`src/rtl/cstk_pkg.sv`:
```
// Shared types for the call/return stack controller.
package cstk_pkg;
    typedef enum logic [1:0] {
        ST_IDLE    = 2'd0,
        ST_PUSH_HI = 2'd1,
        ST_POP_HI  = 2'd2
    } cstk_state_e;
endpackage

```
`src/rtl/cstk_fsm.sv`:
```
// Sequencer: accepts one strobe when idle, then spends exactly one more
// cycle in a second state. Assumes strobes are single-cycle pulses;
// priority is call, then restoring return, then plain return.
module cstk_fsm
    import cstk_pkg::*;
(
    input  logic        clk,
    input  logic        rst_n,
    input  logic        req_call,
    input  logic        req_ret,
    input  logic        req_retr,
    output cstk_state_e state,
    output logic        start_push,
    output logic        start_pop,
    output logic        restore_q
);
    // Decode which operation begins this cycle.
    always_comb begin
        start_push = (state == ST_IDLE) && req_call;
        start_pop  = (state == ST_IDLE) && !req_call && (req_ret || req_retr);
    end

    // State register and return-flavour latch.
    always_ff @(posedge clk) begin
        if (!rst_n) begin
            state     <= ST_IDLE;
            restore_q <= 1'b0;
        end else begin
            case (state)
                ST_IDLE: begin
                    if (start_push) begin
                        state <= ST_PUSH_HI;
                    end else if (start_pop) begin
                        state     <= ST_POP_HI;
                        restore_q <= req_retr;
                    end
                end
                default: state <= ST_IDLE;
            endcase
        end
    end

    AST_PUSH_TWO_CYCLES: assert property (@(posedge clk) disable iff (!rst_n)
        start_push |=> (state == ST_PUSH_HI));
    AST_POP_TWO_CYCLES: assert property (@(posedge clk) disable iff (!rst_n)
        start_pop |=> (state == ST_POP_HI));
    AST_BUSY_ONE_CYCLE: assert property (@(posedge clk) disable iff (!rst_n)
        (state != ST_IDLE) |=> (state == ST_IDLE));
    AST_CALL_WINS: assert property (@(posedge clk) disable iff (!rst_n)
        ((state == ST_IDLE) && req_call && (req_ret || req_retr)) |=> (state == ST_PUSH_HI));
endmodule

```
`src/rtl/cstk_addr.sv`:
```
// Frame address generator: maps a frame index and a byte select onto the
// fixed RAM window. Assumes the window fits inside the RAM address space.
module cstk_addr #(
    parameter int SP_W       = 3,
    parameter int AW         = 6,
    parameter int STACK_BASE = 8
) (
    input  logic [SP_W-1:0] idx,
    input  logic            hi_sel,
    output logic [AW-1:0]   addr
);
    // Two bytes per frame, low byte at the even offset.
    always_comb begin
        addr = AW'(STACK_BASE) + AW'({idx, 1'b0}) + AW'(hi_sel);
    end
endmodule

```
`src/rtl/cstk_frame.sv`:
```
// Frame datapath: captures the core's state on the strobe cycle, packs the
// push bytes, unpacks the popped frame and forms the new PC and status word.
// Assumes an asynchronous RAM read and PC_W > DW + PAGE_W.
module cstk_frame
    import cstk_pkg::*;
#(
    parameter int PC_W   = 12,
    parameter int DW     = 8,
    parameter int SP_W   = 3,
    parameter int PAGE_W = 3
) (
    input  logic              clk,
    input  logic              rst_n,
    input  cstk_state_e       state,
    input  logic              start_push,
    input  logic              start_pop,
    input  logic              restore_q,
    input  logic [PC_W-1:0]   pc_cur,
    input  logic [PAGE_W-1:0] page,
    input  logic [DW-1:0]     offset,
    input  logic [DW-1:0]     psw_in,
    input  logic [DW-1:0]     ram_rdata,
    output logic [SP_W-1:0]   idx,
    output logic              hi_sel,
    output logic [DW-1:0]     ram_wdata,
    output logic              ram_we,
    output logic              ram_re,
    output logic [PC_W-1:0]   pc_out,
    output logic              pc_we,
    output logic [DW-1:0]     psw_out,
    output logic              psw_we
);
    localparam int PCH_W = PC_W - DW;
    localparam int TGT_W = DW + PAGE_W;

    logic [PC_W-1:0] ret_now, tgt_now, ret_q, tgt_q;
    logic [SP_W-1:0] sp_now, idx_now, idx_q;
    logic [DW-1:0]   psw_q, lo_q;

    // Return address, jump target and frame index for the strobe cycle.
    always_comb begin
        ret_now = pc_cur + PC_W'(2);
        tgt_now = {pc_cur[PC_W-1:TGT_W], page, offset};
        sp_now  = psw_in[SP_W-1:0];
        idx_now = start_push ? sp_now : sp_now - SP_W'(1);
    end

    // Hold the sampled operands and the low popped byte for the second cycle.
    always_ff @(posedge clk) begin
        if (!rst_n) begin
            ret_q <= '0;
            tgt_q <= '0;
            psw_q <= '0;
            idx_q <= '0;
            lo_q  <= '0;
        end else if (start_push || start_pop) begin
            ret_q <= ret_now;
            tgt_q <= tgt_now;
            psw_q <= psw_in;
            idx_q <= idx_now;
            lo_q  <= ram_rdata;
        end
    end

    // Drive RAM, PC and status outputs for whichever cycle is active.
    always_comb begin
        idx       = (state == ST_IDLE) ? idx_now : idx_q;
        hi_sel    = (state != ST_IDLE);
        ram_we    = start_push || (state == ST_PUSH_HI);
        ram_re    = start_pop || (state == ST_POP_HI);
        ram_wdata = '0;
        pc_out    = '0;
        pc_we     = 1'b0;
        psw_out   = '0;
        psw_we    = 1'b0;
        if (start_push) begin
            ram_wdata = ret_now[DW-1:0];
        end
        case (state)
            ST_PUSH_HI: begin
                ram_wdata = {psw_q[DW-1:PCH_W], ret_q[PC_W-1:DW]};
                pc_out    = tgt_q;
                pc_we     = 1'b1;
                psw_out   = {psw_q[DW-1:SP_W], idx_q + SP_W'(1)};
                psw_we    = 1'b1;
            end
            ST_POP_HI: begin
                pc_out = {ram_rdata[PCH_W-1:0], lo_q};
                pc_we  = 1'b1;
                if (restore_q) begin
                    psw_out = {ram_rdata[DW-1:PCH_W], psw_q[PCH_W-1:SP_W], idx_q};
                end else begin
                    psw_out = {psw_q[DW-1:SP_W], idx_q};
                end
                psw_we = 1'b1;
            end
            default: ;
        endcase
    end

    AST_SP_STEPS_UP: assert property (@(posedge clk) disable iff (!rst_n)
        (state == ST_PUSH_HI) |-> (psw_out[SP_W-1:0] == SP_W'($past(psw_in[SP_W-1:0]) + 1'b1)));
    AST_SP_STEPS_DOWN: assert property (@(posedge clk) disable iff (!rst_n)
        (state == ST_POP_HI) |-> (psw_out[SP_W-1:0] == SP_W'($past(psw_in[SP_W-1:0]) - 1'b1)));
    AST_PLAIN_KEEPS_FLAGS: assert property (@(posedge clk) disable iff (!rst_n)
        ((state == ST_POP_HI) && !restore_q) |-> (psw_out[DW-1:SP_W] == $past(psw_in[DW-1:SP_W])));
    AST_PC_WE_PULSE: assert property (@(posedge clk) disable iff (!rst_n)
        pc_we |=> !pc_we);
    AST_NO_RW_OVERLAP: assert property (@(posedge clk) disable iff (!rst_n)
        !(ram_we && ram_re));
endmodule

```
`src/rtl/call_stack_ctrl.sv`:
```
// Call/return stack controller top: wires the sequencer, the frame datapath
// and the frame address generator. Assumes a scratch RAM with synchronous
// write and asynchronous read, and one strobe per operation.
module call_stack_ctrl
    import cstk_pkg::*;
#(
    parameter int PC_W       = 12,
    parameter int DW         = 8,
    parameter int SP_W       = 3,
    parameter int PAGE_W     = 3,
    parameter int AW         = 6,
    parameter int STACK_BASE = 8
) (
    input  logic              clk,
    input  logic              rst_n,
    input  logic              call_req,
    input  logic              ret_req,
    input  logic              retr_req,
    input  logic [PAGE_W-1:0] call_page,
    input  logic [DW-1:0]     call_offset,
    input  logic [PC_W-1:0]   pc_cur,
    input  logic [DW-1:0]     psw_in,
    input  logic [DW-1:0]     ram_rdata,
    output logic [AW-1:0]     ram_addr,
    output logic [DW-1:0]     ram_wdata,
    output logic              ram_we,
    output logic              ram_re,
    output logic [PC_W-1:0]   pc_out,
    output logic              pc_we,
    output logic [DW-1:0]     psw_out,
    output logic              psw_we,
    output logic              busy
);
    localparam int SPAN = 2 ** (SP_W + 1);

    cstk_state_e     state;
    logic            start_push, start_pop, restore_q, hi_sel;
    logic [SP_W-1:0] idx;

    cstk_fsm u_fsm (
        .clk        (clk),
        .rst_n      (rst_n),
        .req_call   (call_req),
        .req_ret    (ret_req),
        .req_retr   (retr_req),
        .state      (state),
        .start_push (start_push),
        .start_pop  (start_pop),
        .restore_q  (restore_q)
    );

    cstk_frame #(.PC_W(PC_W), .DW(DW), .SP_W(SP_W), .PAGE_W(PAGE_W)) u_frame (
        .clk        (clk),
        .rst_n      (rst_n),
        .state      (state),
        .start_push (start_push),
        .start_pop  (start_pop),
        .restore_q  (restore_q),
        .pc_cur     (pc_cur),
        .page       (call_page),
        .offset     (call_offset),
        .psw_in     (psw_in),
        .ram_rdata  (ram_rdata),
        .idx        (idx),
        .hi_sel     (hi_sel),
        .ram_wdata  (ram_wdata),
        .ram_we     (ram_we),
        .ram_re     (ram_re),
        .pc_out     (pc_out),
        .pc_we      (pc_we),
        .psw_out    (psw_out),
        .psw_we     (psw_we)
    );

    cstk_addr #(.SP_W(SP_W), .AW(AW), .STACK_BASE(STACK_BASE)) u_addr (
        .idx    (idx),
        .hi_sel (hi_sel),
        .addr   (ram_addr)
    );

    // Busy flags the second cycle of any operation.
    always_comb busy = (state != ST_IDLE);

    AST_ADDR_IN_WINDOW: assert property (@(posedge clk) disable iff (!rst_n)
        (ram_we || ram_re) |-> ((ram_addr >= AW'(STACK_BASE)) && (ram_addr < AW'(STACK_BASE + SPAN))));
    AST_HI_AFTER_LO: assert property (@(posedge clk) disable iff (!rst_n)
        busy |-> (ram_addr == AW'($past(ram_addr) + 1'b1)));
    AST_WE_ONLY_WHEN_BUSY: assert property (@(posedge clk) disable iff (!rst_n)
        (pc_we || psw_we) |-> busy);
endmodule

```
`config.mk`:
```
export PLATFORM = sky130hd
export DESIGN_NAME = call_stack_ctrl
export DESIGN_NICKNAME = d
export VERILOG_FILES = /design/src/rtl/cstk_pkg.sv /design/src/rtl/cstk_fsm.sv /design/src/rtl/cstk_addr.sv /design/src/rtl/cstk_frame.sv /design/src/rtl/call_stack_ctrl.sv
export SDC_FILE = /design/constraint.sdc
export NUM_CORES = 1
export LEC_CHECK = 0
export BUFFER_PORTS_ARGS = -buffer_cell sky130_fd_sc_hd__buf_2
export CAP_MARGIN = 10
export CORE_ASPECT_RATIO = 1.75
export CORE_MARGIN = 2
export CORE_UTILIZATION = 49
export DETAILED_ROUTE_END_ITERATION = 12
export GPL_TIMING_DRIVEN = 1
export PLACE_DENSITY_LB_ADDON = 0.3
export SYNTH_ARGS = -nofsm -noshare
export SYNTH_HDL_FRONTEND = slang
export SYNTH_HIERARCHICAL = 1
export SYNTH_SLANG_ARGS = --single-unit
```
`constraint.sdc`:
```
create_clock -name clk -period 2.26 [get_ports clk]
set_clock_uncertainty 0.15 [all_clocks]
set_input_delay 0.226 -clock clk [delete_from_list [all_inputs] [get_ports clk]]
set_output_delay 0.226 -clock clk [all_outputs]
set_load 0.03 [all_outputs]
```
======== Yosys cells after proc, flatten, opt, wreduce, memory -nomap -nowiden ========
Cells that the tools add are included.
cells by class
  mux-type cells .......................... 10
  reduce and logical (&&, ||, !) cells .... 15
  bitwise gates (word level) .............. 3
  add/sub/neg operators ................... 5
  eq/ne operators ......................... 2
operators with widths
  cell                                                 count
  two-way mux 8 bit                                    3
  one-hot mux 12 bit (2 select lines)                  1
  one-hot mux 8 bit (2 select lines)                   1
  adder 12 x 2 -> 12 bit, second input constant        1
  adder 6 x 1 -> 6 bit                                 1
  two-way mux 3 bit                                    2
  adder 4 x 4 -> 5 bit, first input constant           1
  logical OR 1 bit                                     4
  nonzero test 2 bit                                   2
  adder 3 x 1 -> 3 bit, second input constant          1
  logical AND 1 bit                                    3
  two-way mux 1 bit                                    3
  inverter 1 bit                                       3
  AND reduction 3 bit                                  1
  OR reduction 3 bit                                   1
  subtractor 3 x 1 -> 3 bit, second input constant     1
  equality test 2 x 1 -> 1 bit, second input constant  1
  equality test 2 bit, second input constant           1
  zero test 2 bit                                      1
  AND reduction 2 bit                                  1
  OR reduction 2 bit                                   1
  zero test 1 bit                                      1
storage, ports and cells
  output and inout bits ................... 39
  word-level logic and storage cells ...... 43
  bits in registers ....................... 46
  bits of input ports ..................... 44

======== Longest topological paths before layout ========
Gate-level depths: netlist of run 1.
  depth after elaboration ................. 6
  gate-level depth with buffers ........... 8
  gate-level depth less buffers ........... 6

======== Hierarchy ========
Netlist of run 1, hierarchy kept.
modules (own cells, without submodules)
  module           cells an instance  area an instance (µm²)  times used  sequential area each (µm²)
  cstk_frame       260                1,980.6                 1           640.6
  cstk_fsm         11                 122.6                   1           60.1
  cstk_addr        7                  45.0                    1           0.0
  call_stack_ctrl  1                  6.3                     1           0.0

======== Worst setup path after synthesis of run 1 ========
OpenSTA, ideal clock, no wires.
  kind .................................... reg2out
  from .................................... register u_fsm.state[0]
  to ...................................... output port ram_wdata[6]
  buffers on the path ..................... 2
  stages on the path, launching flop included .. 6
  path slack .............................. -281 ps
  required time ........................... 1,884 ps
  data arrival time ....................... 2,165 ps
  path through ............................ dfxtp_1 > nor3b_1 > buf_2 > buf_2 > nand3_1 > o311ai_0
between the ends
  longest elaborated chain between the ends .. 4
  elaborated cells on any way between the ends .. 5
  classes of those cells .................. eq/ne (1); mux (2); reduce/logical (2)
RTL lines
  element                 line                   RTL
  start, declared         cstk_fsm.sv:12         output cstk_state_e state,
  start signal, assigned  cstk_fsm.sv:26         state <= ST_IDLE;
  start signal, assigned  cstk_fsm.sv:32         state <= ST_PUSH_HI;
  start signal, assigned  cstk_fsm.sv:34         state <= ST_POP_HI;
  zero test 2 bit         cstk_fsm.sv:19         start_push = (state == ST_IDLE) && req_call;
  logical AND 1 bit       cstk_fsm.sv:19
  named net start_push    call_stack_ctrl.sv:37  logic start_push, start_pop, restore_q, hi_sel;
  two-way mux 8 bit       cstk_frame.sv:76       if (start_push) begin
  two-way mux 8 bit       cstk_frame.sv:79       case (state)
  end, declared           call_stack_ctrl.sv:25  output logic [DW-1:0] ram_wdata,
The timed path passes the listed nets, and every way through them passes these cells.

======== Final worst setup path of run 1 ========
  from .................................... register u_fsm.state[1]
  to ...................................... output port ram_wdata[7]
between the ends
  longest elaborated chain between the ends .. 4
  elaborated cells on any way between the ends .. 5
  classes of those cells .................. eq/ne (1); mux (2); reduce/logical (2)
RTL lines
  element              line
  zero test 2 bit      cstk_fsm.sv:19
  logical AND 1 bit    cstk_fsm.sv:19
  two-way mux 8 bit    cstk_frame.sv:76
  two-way mux 8 bit *  cstk_frame.sv:79
Every way passes the cells marked *; elsewhere a longest branch is shown, timed or not.

==> results of run 1 <==
==> metrics by stage <==
step	instance area, µm²	power (mW)
after floorplan	2150	1.04
after global placement	2580	1.17
after detailed placement	2580	1.18
after CTS	2700	1.73
after global routing	2720	1.81
final	2720	1.72
==> cells by family after synthesis <==
family / Yosys count
flops: 35
mux: 2
xor+xnor: 5
simple gates: 115
compound gates: 83
other cells: 1
buf+inv: 32
fa+ha+maj: 6
==> repair_timing <==
action	4_1_cts	5_1_grt
endpoints found under the setup margin	4	21
hold buffers	0	0
resized for setup	4	9
==> worst paths after layout <==
kind,start,endpoint,slack (ns),cells after the start
hold reg to reg,u_frame/lo_q[1],u_frame/lo_q[1],0.32,2
setup / recovery,u_fsm/state[1],ram_wdata[7],0.06,6
setup reg to reg,u_fsm/state[0],u_frame/tgt_q[4],0.31,5
hold / removal,call_offset[5],u_frame/tgt_q[5],0.04,3
==> final cells by class <==
| class | count | area (µm²) | area share (%) |
|---|---|---|---|
| clock buffer | 5 | 68.8 | 2.53 |
| clock inverter | 3 | 43.8 | 1.61 |
| inverter | 8 | 30.0 | 1.10 |
| multi-input combinational | 212 | 1320 | 48.4 |
| timing repair buffer | 89 | 497 | 18.2 |
| sequential | 35 | 706 | 25.9 |
| tap | 49 | 61.3 | 2.25 |
==> routing by layer <==
metal,vias up,part of all wire (%),global-route usage [%]
met5,-,0,0
met1,987,39,24.8
met2,76,52,38.8
li1,1108,-,-
met3,16,5.9,4.56
met4,0,3.2,10.0
==> worst register-to-register path: cells and delay by family, from the launching register on <==
kind	cells	cell delay, ns
AOI/OAI and AO/OA	2	0.37
DFF	1	0.38
and+or+nand+nor	3	0.97
==> synthesized netlist by cell type (2+ instances only) <==
library cell | number | share of area (%)
nand2_1 | 62 | 11
dfxtp_1 | 35 | 33
a21boi_0 | 33 | 11
nor2b_1 | 18 | 5.2
o21ai_0 | 16 | 3.7
a22oi_1 | 13 | 4.5
buf_2 | 9 | 2.1
clkbuf_1 | 9 | 1.6
inv_1 | 8 | 1.4
nand3_1 | 8 | 1.9
buf_4 | 6 | 2.1
ha_1 | 6 | 3.5
nor2_1 | 5 | 0.87
a31oi_1 | 4 | 1.2
a22o_1 | 3 | 1.2
o31ai_1 | 3 | 1.0
or2_2 | 3 | 0.87
or4_1 | 3 | 1.0
xnor2_1 | 3 | 1.2
a211o_1 | 2 | 0.81
and2_1 | 2 | 0.58
mux2_2 | 2 | 1.0
nand3_2 | 2 | 0.93
nand3b_1 | 2 | 0.70
nand4_1 | 2 | 0.58
o2111ai_1 | 2 | 0.81
o211a_1 | 2 | 0.93
or3_1 | 2 | 0.58
xor2_1 | 2 | 0.81
==> registers in the layout, summed over array words and instances (netlist names) <==
register	cells
u_frame/ret_q	4
u_fsm/restore_q	1
u_frame/lo_q	8
u_frame/tgt_q	12
u_frame/idx_q	3
u_fsm/state	2
u_frame/psw_q	5
==> power by group <==
group          switching (mW)  internal [mW]  total, mW
registers              0.0348          0.668      0.703
clock network           0.223          0.328      0.551
logic                   0.288          0.183      0.471
total                   0.546           1.18       1.72
==> run metrics, run 1 <==
status=finished, final reports clean; TritonCTS clock tree=yes; PnR worst setup slack=0.0577 ns; area delta synth->final=26.4%; Setup violations, final=0; initial antenna violation count=0; post-synthesis mux area share=1.05%; Worst-Margin Slew=0.967 ns; synthesized area per cell=7.72 µm²; Detailed Route WL=5.49 mm; CP bufs+invs=2; part of the cycle the worst path needs=97.4%; die width=54.1 µm; commonest non-fill, non-tap cell in the layout=buf_2; die height=91.7 µm; Simple-Gate Fraction of Synth Area=26.1%; Vias=2,187; Compound-Gate Fraction of Synth Area=27.5%; # fillers=403; DP Worst Slack=0.229 ns; Post-Syn Instances=279; num rows=31; Synth Flop Type=dfxtp_1; Remaining DRCs=0; H-Tree Depth=2; crit end category=output port; CP max-delay cell=dfxtp_4; main combinational cell family by area after synthesis=compound AO/OA/AOI/OAI gates; crit-path max cell delay=0.37 ns; Relative slew margins=35.5%; final hold slack=0.0364 ns; leakage power=1.22 nW; cells along the critical path=inv_1, ha_2, or3b_1, or3_1, nand3_2, buf_6; Max Slew Vio Count=0; gr usage total=22.4%; clock buffer depth=2; # clock sinks=35; EDFF count, synth=0; TNS Setup=0 ns; Routed Antenna Nets=0; min Tclk post-route=2.20 ns; placed cells=393; core area=4190 µm²; Setup Buffers After CTS=0; Final Hold Viols=0; Synth Area in XOR/XNOR=2.03%; critical path class=reg -> out; Layout Cells excl Fill=401; Initial Util=51.4%; unrepaired setup endpoints after global routing=yes; Min-Delay Path Class=in -> reg; vias in the first global route=1,973; synthesized area=2150 µm²; layout cells sized above 1=31.5%; DR pass1 iterations=4; Pwr per Cell Area=633 nW/µm²; WP data required=1.88 ns; max frequency=454 MHz; Routability Congestion=0.766; violation count after the first detailed-route iteration=53; Peak VDD IR=0.464 mV; post-synth net total=329; most frequent cells in the layout=78 x buf_2, 62 x nand2_1, 33 x dfxtp_1; CP top delay family=simple AND/OR/NAND/NOR gates; Via density=5.45; register bit total from synthesis=35; IO Pins=83; adder-cell share of the synthesized area=3.48%; sequential share of the synthesized area=32.5%; post-layout net count=401; critical-path maximum fanout=6; Worst-path clk slew=0.07 ns; crit start category=flip-flop; Final HPWL DP=4.07 mm; port bufs=81; post-synthesis cell type count=41; Skew-Pair Late Insertion Delay=0.28 ns; first-pass GRT wire length=8.40 mm; Async S/R FF share, synth=0%; Inserted Diodes=0; clk root buf=clkbuf_8; grt ovf=0; Ys Warns=6; final core utilization=65.0%; pin count of the biggest net entering global routing=37; max-cap violations=0; Die Area=4960 µm²; CP arrival=1.83 ns; Wirelength per Cell=13.7 µm; cts bufs inserted=5
No activity file was read; power rests on OpenSTA's default activity.
==> inputs of run 2 (changes only) <==
CORE_UTILIZATION = 40   (was 49)
GPL_ROUTABILITY_DRIVEN = 1   (was default)
==> run 2 against run 1 <==
- cell area increased by 1.6%
- register-to-register slack got worse by 0.03 ns
- flip-flop and latch count unchanged
- hold slack better by 0.0070 ns
- critical path type unchanged
- utilization decreased by 12 points
- worst setup slack worse by 0.021 ns
- total power is 7.1% higher
==> run metrics, run 2 (synthesis gave the netlist of run 1 again) <==
gr usage total=19.9% (was 22.4%); clk root buf=clkbuf_8 (unchanged); CP arrival=1.85 ns (was 1.83 ns); CP bufs+invs=2 (unchanged); violation count after the first detailed-route iteration=71 (was 53); post-layout net count=400 (was 401); clock buffer depth=2 (unchanged); crit start category=flip-flop (unchanged); Detailed Route WL=5.78 mm (was 5.49 mm); Via density=5.35 (was 5.45); die height=101 µm (was 91.7 µm); crit-path max cell delay=0.39 ns (was 0.37 ns); crit end category=output port (unchanged); WP data required=1.88 ns (about the same); min Tclk post-route=2.22 ns (was 2.20 ns); Setup violations, final=0 (unchanged); H-Tree Depth=2 (unchanged); # clock sinks=35 (unchanged); Remaining DRCs=0 (unchanged); CP max-delay cell=dfxtp_4 (unchanged); cells along the critical path=inv_1, ha_2, or3b_1, or3_1, nand3_2, buf_6 (unchanged); IO Pins=83 (unchanged); Skew-Pair Late Insertion Delay=0.28 ns (about the same); TritonCTS clock tree=yes (unchanged); Initial Util=41.3% (was 51.4%); Final Hold Viols=0 (unchanged); HP Start=call_offset[0] (was call_offset[5]); part of the cycle the worst path needs=98.4% (was 97.4%); placed cells=398 (was 393); R2R setup slack=0.28 ns (was 0.31 ns); top flop regs=u_frame/tgt_q: 12 flops, u_frame/lo_q: 8 flops, u_frame/psw_q: 5 flops (unchanged); final hold slack=0.0434 ns (was 0.0364 ns); core area=5210 µm² (was 4190 µm²); area delta synth->final=28.4% (was 26.4%); Pwr per Cell Area=668 nW/µm² (was 633 nW/µm²); WP depth=6 (unchanged); initial antenna violation count=0 (unchanged); Pwr Total=1.85 mW (was 1.72 mW); GRT met3 Usage=2.95% (was 4.56%); pin count of the biggest net entering global routing=37 (unchanged); first-pass GRT wire length=9.40 mm (was 8.40 mm); Peak VDD IR=0.352 mV (was 0.464 mV); commonest non-fill, non-tap cell in the layout=buf_2 (unchanged); final core utilization=53.1% (was 65.0%); DP Worst Slack=0.150 ns (was 0.229 ns); FF-to-FF path depth=6 (was 5); port bufs=81 (unchanged); Max Slew Vio Count=0 (unchanged); die width=59.5 µm (was 54.1 µm); layout cells sized above 1=32.2% (was 31.5%); CP top delay family=simple AND/OR/NAND/NOR gates (unchanged); most used routing layer=met2 (unchanged); critical path class=reg -> out (unchanged); post-route cell area=2770 µm² (was 2720 µm²); leakage power=1.22 nW (about the same); cts bufs inserted=5 (unchanged); Routability Congestion=0.763 (was 0.766); Final HPWL DP=4.22 mm (was 4.07 mm); Hold Path End=u_frame/tgt_q[0] (was u_frame/tgt_q[5]); Wirelength per Cell=14.2 µm (was 13.7 µm); status=finished, final reports clean (unchanged); reg-to-reg endpoint=u_frame/ret_q[9] (was u_frame/tgt_q[4]); DR pass1 iterations=7 (was 4); Worst-Margin Slew=0.599 ns (was 0.967 ns); Min-Delay Path Class=in -> reg (unchanged); PnR worst setup slack=0.0366 ns (was 0.0577 ns); grt ovf=0 (unchanged); Worst-path clk slew=0.07 ns (about the same); Die Area=6010 µm² (was 4960 µm²); max-cap violations=0 (unchanged); Reg with most FFs=u_frame/tgt_q (unchanged); GR Layer Usage met1=22.9% (was 24.8%); Post-DP Area=2580 µm² (unchanged); Largest register FFs=12 (unchanged); Setup Buffers After CTS=0 (unchanged); max frequency=450 MHz (was 454 MHz); critical-path maximum fanout=6 (unchanged); TNS Setup=0 ns (unchanged); Relative slew margins=60.0% (was 35.5%); Layout Cells excl Fill=406 (was 401); num rows=35 (was 31); Vias=2,173 (was 2,187); vias in the first global route=2,121 (was 1,973); met2 Track Usage GR=35.9% (was 38.8%); Routed Antenna Nets=0 (unchanged); most frequent cells in the layout=77 x buf_2, 62 x nand2_1, 33 x dfxtp_1 (was 78 x buf_2, 62 x nand2_1, 33 x dfxtp_1); Inserted Diodes=0 (unchanged); Reg2Reg Launch Point=u_fsm/state[0] (unchanged); hold path cells=3 (unchanged); CTS hold repair buffers=0 (unchanged); cts repair resizes=5 (was 4)
run 2: worst reg2reg max path, delay by kind of cell, from the launching register on:
family | cells | cell delay [ns]
compound gates | 3 | 0.66
buf+inv | 1 | 0.21
flops | 1 | 0.36
simple gates | 2 | 0.52
run 2: metal layers:
| metal | wire [µm] | up-vias | part of all wire (%) |
|---|---|---|---|
| met4 | 74 | 0 | 1.3 |
| li1 | - | 1103 | - |
| met1 | 2390 | 1005 | 41 |
| met5 | 0 | - | 0 |
| met3 | 269 | 6 | 4.7 |
| met2 | 3040 | 59 | 53 |
run 2: layout make-up:
cell class	instances	area, µm²
fillers	521	2440
multi-input cells	212	1330
flip-flops and latches	35	706
repair buffers	88	488
clock buffers	5	68.8
well taps	55	68.8
clock inverters	3	67.6
inverters	8	33.8
run 2: report_power, final:
| part | internal [mW] | switching (mW) | total [mW] |
|---|---|---|---|
| logic | 0.184 | 0.294 | 0.478 |
| clock network | 0.440 | 0.227 | 0.667 |
| registers | 0.668 | 0.0345 | 0.702 |
| total | 1.29 | 0.556 | 1.85 |
run 2: worst max-delay path by stage:
stage | start | endpoint | slack, ns
floorplan | u_fsm/state[0] | ram_wdata[6] | 0.08
global placement | u_fsm/state[1] | ram_wdata[7] | 0.25
detailed placement | u_fsm/state[0] | u_frame/psw_q[5] | 0.15
CTS | u_fsm/state[0] | psw_out[7] | -0.001
global route | u_fsm/state[0] | psw_out[7] | -0.02
finish | u_fsm/state[1] | ram_wdata[7] | 0.04
